File: src/rtl/seq_step_pkg.sv
package seq_step_pkg;
  typedef enum logic {
    ST_IDLE  = 1'b0,
    ST_ARMED = 1'b1
  } step_state_e;

  typedef struct packed {
    logic invert;
    logic force_adv;
  } step_flags_t;
endpackage

File: src/rtl/seq_step_input_qual.sv
module seq_step_input_qual #(
  parameter int N_IN  = 8,
  parameter int SEL_W = (N_IN > 1) ? $clog2(N_IN) : 1
) (
  input  logic [N_IN-1:0]  watch_i,
  input  logic [SEL_W-1:0] sel_i,
  input  logic             invert_i,
  output logic             match_o
);
  logic [N_IN-1:0] picked;

  genvar g;
  generate
    for (g = 0; g < N_IN; g++) begin : g_pick
      assign picked[g] = watch_i[g] & (sel_i == SEL_W'(g));
    end
  endgenerate

  assign match_o = (|picked) ^ invert_i;
endmodule

File: src/rtl/seq_step_hold_timer.sv
module seq_step_hold_timer #(
  parameter int CLKS_PER_US = 200,
  parameter int DLY_W       = 19
) (
  input  logic             clk,
  input  logic             rst_n,
  input  logic             clr_i,
  input  logic             run_i,
  input  logic [DLY_W-1:0] hold_us_i,
  output logic             reached_o
);
  localparam int PW = (CLKS_PER_US > 1) ? $clog2(CLKS_PER_US) : 1;
  localparam logic [PW-1:0] P_LAST = PW'(CLKS_PER_US - 1);

  logic [PW-1:0]    presc_q;
  logic [DLY_W-1:0] us_q;

  assign reached_o = (us_q >= hold_us_i);

  always_ff @(posedge clk or negedge rst_n) begin
    if (!rst_n) begin
      presc_q <= '0;
      us_q    <= '0;
    end else if (clr_i) begin
      presc_q <= '0;
      us_q    <= '0;
    end else if (run_i && !reached_o) begin
      if (presc_q == P_LAST) begin
        presc_q <= '0;
        us_q    <= us_q + 1'b1;
      end else begin
        presc_q <= presc_q + 1'b1;
      end
    end
  end

  assert_presc_range_R5: assert property (@(posedge clk) disable iff (!rst_n)
    presc_q <= P_LAST);

  assert_us_step_R5: assert property (@(posedge clk) disable iff (!rst_n)
    (us_q != $past(us_q)) |-> (us_q == $past(us_q) + 1'b1 || us_q == '0));

  assert_clear_zero_R6: assert property (@(posedge clk) disable iff (!rst_n)
    clr_i |=> (us_q == '0 && presc_q == '0));
endmodule

File: src/rtl/seq_step_detector.sv
module seq_step_detector
  import seq_step_pkg::*;
#(
  parameter int N_IN        = 8,
  parameter int SEL_W       = (N_IN > 1) ? $clog2(N_IN) : 1,
  parameter int DLY_W       = 19,
  parameter int CLKS_PER_US = 200
) (
  input  logic             clk,
  input  logic             rst_n,
  input  logic             start_i,
  input  logic [SEL_W-1:0] sel_i,
  input  logic             invert_i,
  input  logic             force_i,
  input  logic [DLY_W-1:0] hold_us_i,
  input  logic [N_IN-1:0]  watch_i,
  output logic             advance_o
);
  step_state_e      state_q;
  step_flags_t      flags_q;
  logic [SEL_W-1:0] sel_q;
  logic [DLY_W-1:0] hold_q;
  logic             adv_q;
  logic             match;
  logic             reached;
  logic             armed;
  logic             fire;

  assign armed = (state_q == ST_ARMED);

  seq_step_input_qual #(.N_IN(N_IN), .SEL_W(SEL_W)) u_qual (
    .watch_i  (watch_i),
    .sel_i    (sel_q),
    .invert_i (flags_q.invert),
    .match_o  (match)
  );

  seq_step_hold_timer #(.CLKS_PER_US(CLKS_PER_US), .DLY_W(DLY_W)) u_timer (
    .clk       (clk),
    .rst_n     (rst_n),
    .clr_i     (start_i | (armed & ~match)),
    .run_i     (armed & match),
    .hold_us_i (hold_q),
    .reached_o (reached)
  );

  assign fire = armed & (flags_q.force_adv | (match & reached));

  always_ff @(posedge clk or negedge rst_n) begin
    if (!rst_n) begin
      state_q <= ST_IDLE;
      flags_q <= '0;
      sel_q   <= '0;
      hold_q  <= '0;
      adv_q   <= 1'b0;
    end else if (start_i) begin
      state_q <= ST_ARMED;
      flags_q <= '{invert: invert_i, force_adv: force_i};
      sel_q   <= sel_i;
      hold_q  <= hold_us_i;
      adv_q   <= 1'b0;
    end else begin
      adv_q <= fire;
      if (fire) state_q <= ST_IDLE;
    end
  end

  assign advance_o = adv_q;

  assert_single_pulse_R9: assert property (@(posedge clk) disable iff (!rst_n)
    advance_o |=> !advance_o);

  assert_pulse_needs_arm_R1: assert property (@(posedge clk) disable iff (!rst_n)
    $rose(advance_o) |-> $past(armed));

  assert_idle_after_pulse_R9: assert property (@(posedge clk) disable iff (!rst_n)
    (advance_o && !$past(start_i)) |-> !armed);

  assert_offtarget_no_fire_R6: assert property (@(posedge clk) disable iff (!rst_n)
    (armed && !match && !flags_q.force_adv && !start_i) |=> !advance_o);

  assert_force_fire_R8: assert property (@(posedge clk) disable iff (!rst_n)
    (armed && flags_q.force_adv && !start_i) |=> advance_o);
endmodule

File: config.mk
export PLATFORM = sky130hd
export DESIGN_NAME = seq_step_detector
export DESIGN_NICKNAME = d
export VERILOG_FILES = /design/src/rtl/seq_step_pkg.sv /design/src/rtl/seq_step_input_qual.sv /design/src/rtl/seq_step_hold_timer.sv /design/src/rtl/seq_step_detector.sv
export SDC_FILE = /design/constraint.sdc
export NUM_CORES = 1
export LEC_CHECK = 0
export BUFFER_PORTS_ARGS = -buffer_cell sky130_fd_sc_hd__buf_2
export CAP_MARGIN = 20
export CORE_ASPECT_RATIO = 1.25
export CORE_MARGIN = 1
export CORE_UTILIZATION = 53
export DETAILED_ROUTE_END_ITERATION = 12
export PLACE_DENSITY = 0.76
export SETUP_SLACK_MARGIN = 0.02
export SYNTH_ARGS = -nofsm -noshare
export SYNTH_HDL_FRONTEND = slang
export SYNTH_SLANG_ARGS = --single-unit
File: constraint.sdc
create_clock -name clk -period 2.3 [get_ports clk]
set_input_delay 0.115 -clock clk [delete_from_list [all_inputs] [get_ports clk]]
set_output_delay 0.115 -clock clk [all_outputs]
set_load 0.05 [all_outputs]
==> metrics.txt <==
fill count 416; clock group share of total power 0.254; maximum clock frequency 420 MHz; endpoints failing setup 8; ant diodes 0; r2r setup slk -0.08 ns; DR iter-0 viols 120; # H-tree levels 2; CTS sink cnt 53; Comb pwr share 0.250; drt pass-1 iters 8; Total Routing Usage GR 0.230; post-DP HPWL 4770 um; worst vdd ir 0.370 mV; path category of the worst min-delay check in2reg; reg2reg path depth 7; fin cells 465; Post-synth EDFFs 0; CP Capture Type flop; Mapped Area ~3100 um^2; failing checks setup timing; post-synthesis register bit count 53; first-pass GRT wire length ~11,000 um; Power Total 0.00205 W; worst r2r dst u_timer.presc_q[3]$_DFFE_PN0P_; Synthesis Warnings 0; RSZ-0062 raised after global routing yes; Slew HR 0.729; synth cell count leaders dfrtp_1, nand2_1, o21ai_1; Mapped Nets slightly below 400; number of buffers added on ports 35; Max-cap violations 0; pwr dens 531 nW/um^2; Worst Setup Start Kind flop; top_reg_cell synth dfrtp_1; CTS tree done; Critical R2R Launch u_timer.us_q[13]$_DFFE_PN0P_; clock skew 0.0100 ns; worst endpoint required time roughly 2.5 ns; Avg Vias per Cell 5.67; Yosys cell types 49; hold_sp hold_us_i[11]; Avg Inst Size Synth 9.37 um^2; period utilisation layout 1.03; Sw Share 0.294; status finished, violations left; Top Ports 36; Reg power frac 0.496; clock root buffer clkbuf_8; worst slew pin tran 0.404 ns; largest net degree at the start of global routing 38; Worst Path Arrival about 2.6 ns; chip width 70.2 um; Slew Viols, Final 0; Layout area overhead 24.9%; CP Max Fanout 7; Placer Congestion ~0.81; initial antenna violation count 0; grt total ovfl 0; Die Area 6130 um^2; fin crit period between 2 and 2.5 ns; Final WS setup -0.0797 ns; Synth area leader dfrtp_1; layout cell share with drive strength beyond 1 0.294; antenna viol nets, final 0; total placed cells including tap cells 450; Crit Path Category reg2reg; initial cell density of the core 0.559; synth top area cells dfrtp_1, ha_1, nand2_1; Skew-Pair Late Insertion Delay around 0.31 ns; Sw Pwr about 0.00060 W; sequential fraction of the synthesis area 0.430; number of global-route vias before repair 2,534; Hold Crit Endpoint hold_q[11]$_DFFE_PN0P_; die height 87.3 um; routed vias 2,635; Pint 0.00144 W; Hold Vio Cnt, Final 0; Leakage 1.88 nW; core area between 5000 and 6000 um^2; clk slew on worst S/H paths 0.10 ns; area fraction of the dominant cell type after synthesis 0.430; Async S/R FF share, synth 1.00; Syn Inst Count 329; CTS max path bufs 2; WL/cell 14.3 um; # nets final 456; Rows 30; count leader, synth dfrtp_1; hold path cells 3; Worst Setup SP u_timer.us_q[13]$_DFFE_PN0P_; Routed WL 6670 um; CTS Buf Count 5; Remaining DRCs 0
-- per-stage QoR --
step           area [um^2]  setup TNS, ns  hold slack, ns   util  setup WS (ns)
2_1_floorplan         3110         -0.131          -0.181      -        -0.0581
3_3_place_gp          3560         -0.887           0.130  0.646        -0.0768
3_5_place_dp          3560          -1.87           0.133  0.646         -0.145
4_1_cts               3750         -0.550        0.000741  0.679        -0.0858
5_1_grt               3850          -1.86         0.00343  0.698         -0.150
6_report              3850         -0.263         0.00249  0.698        -0.0797
-- critical path, stage by stage, from the launching register on --
cell     delay [ns]
dfrtp_1        0.42
ha_4           0.28
nand4_1        0.14
or4_4          0.54
o211a_4        0.28
and2_4         0.18
and3_1         0.16
a221o_1        0.26
-- sequential cells by signal, indices dropped and copies added, names as in the netlist --
register / flops
advance_o: 1
armed: 1
flags_q: 2
hold_q: 19
sel_q: 3
u_timer.presc_q: 8
u_timer.us_q: 19
-- logic make-up (layout without fill, tap and decap cells) --
logic type | Yosys count | in the layout | share of synthesized area
xor+xnor | 1 | 1 | 0.00528
compound gates | 88 | 88 | 0.177
simple gates | 124 | 124 | 0.214
fa+ha+maj | 21 | 21 | 0.0852
buf+inv | 32 | 104 | 0.0426
mux | 10 | 10 | 0.0458
flops | 53 | 53 | 0.430
-- layout make-up --
type | count | area [um^2] | share of cell area
clock inverter | 1 | 7.51 | 0.00195
inverter | 20 | 75.1 | 0.0195
clock buffer | 7 | 76.3 | 0.0198
tap | 64 | 80.1 | 0.0208
sequential | 53 | 1330 | 0.344
timing repair buffer | 76 | 499 | 0.130
multi-input combinational | 244 | 1790 | 0.464
-- layer usage --
| metal | global-route usage | part of all wire | vias to the layer above |
|---|---|---|---|
| li1 | - | - | 1315 |
| met1 | 0.283 | 0.45 | 1247 |
| met2 | 0.408 | 0.50 | 63 |
| met3 | 0.0394 | 0.038 | 10 |
| met4 | 0.0782 | 0.018 | 0 |
| met5 | 0 | 0 | - |
-- repair_timing --
item	in CTS	in global routing
hold buffers	2	0
buffers inserted	4	1
resized for setup	15	15
pin swaps	10	11
endpoints found under the hold margin	54	0
endpoints found under the setup margin	26	28
-- how the worst max path moves through the flow --
stage / endpoint / cells past startpoint
final: u_timer.presc_q[3]$_DFFE_PN0P_ / 7
after global routing: u_timer.presc_q[5]$_DFFE_PN0P_ / 7
after CTS: u_timer.presc_q[3]$_DFFE_PN0P_ / 7
after detailed placement: u_timer.us_q[7]$_DFFE_PN0P_ / 9
after global placement: u_timer.us_q[7]$_DFFE_PN0P_ / 8
after floorplan: u_timer.presc_q[5]$_DFFE_PN0P_ / 8
-- power by group through the flow --
| stage | Sequential (W) | Combinational [W] | Clock (W) |
|---|---|---|---|
| after floorplan | 0.00103 | 0.000270 | 0 |
| after global placement | 0.00103 | 0.000431 | 0 |
| after detailed placement | 0.00103 | 0.000438 | 0 |
| after CTS | 0.00101 | 0.000487 | 0.000539 |
| after global routing | 0.00102 | 0.000568 | 0.000565 |
| final | 0.00101 | 0.000513 | 0.000520 |
-- placed cells by master, fill, tap and decap left out, types with 7 or more instances in the layout --
master | Yosys | layout
nand3_1 | 11 | 10
buf_4 | 0 | 37
and3_1 | 12 | 11
buf_2 | 3 | 35
mux2_2 | 7 | 7
o21ai_1 | 24 | 23
dfrtp_1 | 53 | 53
nor2b_1 | 15 | 15
ha_1 | 21 | 19
nor2_1 | 17 | 16
nand2_1 | 33 | 32
o21ai_0 | 22 | 21
inv_1 | 20 | 20
a21oi_1 | 10 | 10
Power figures use the tool's default switching activity.
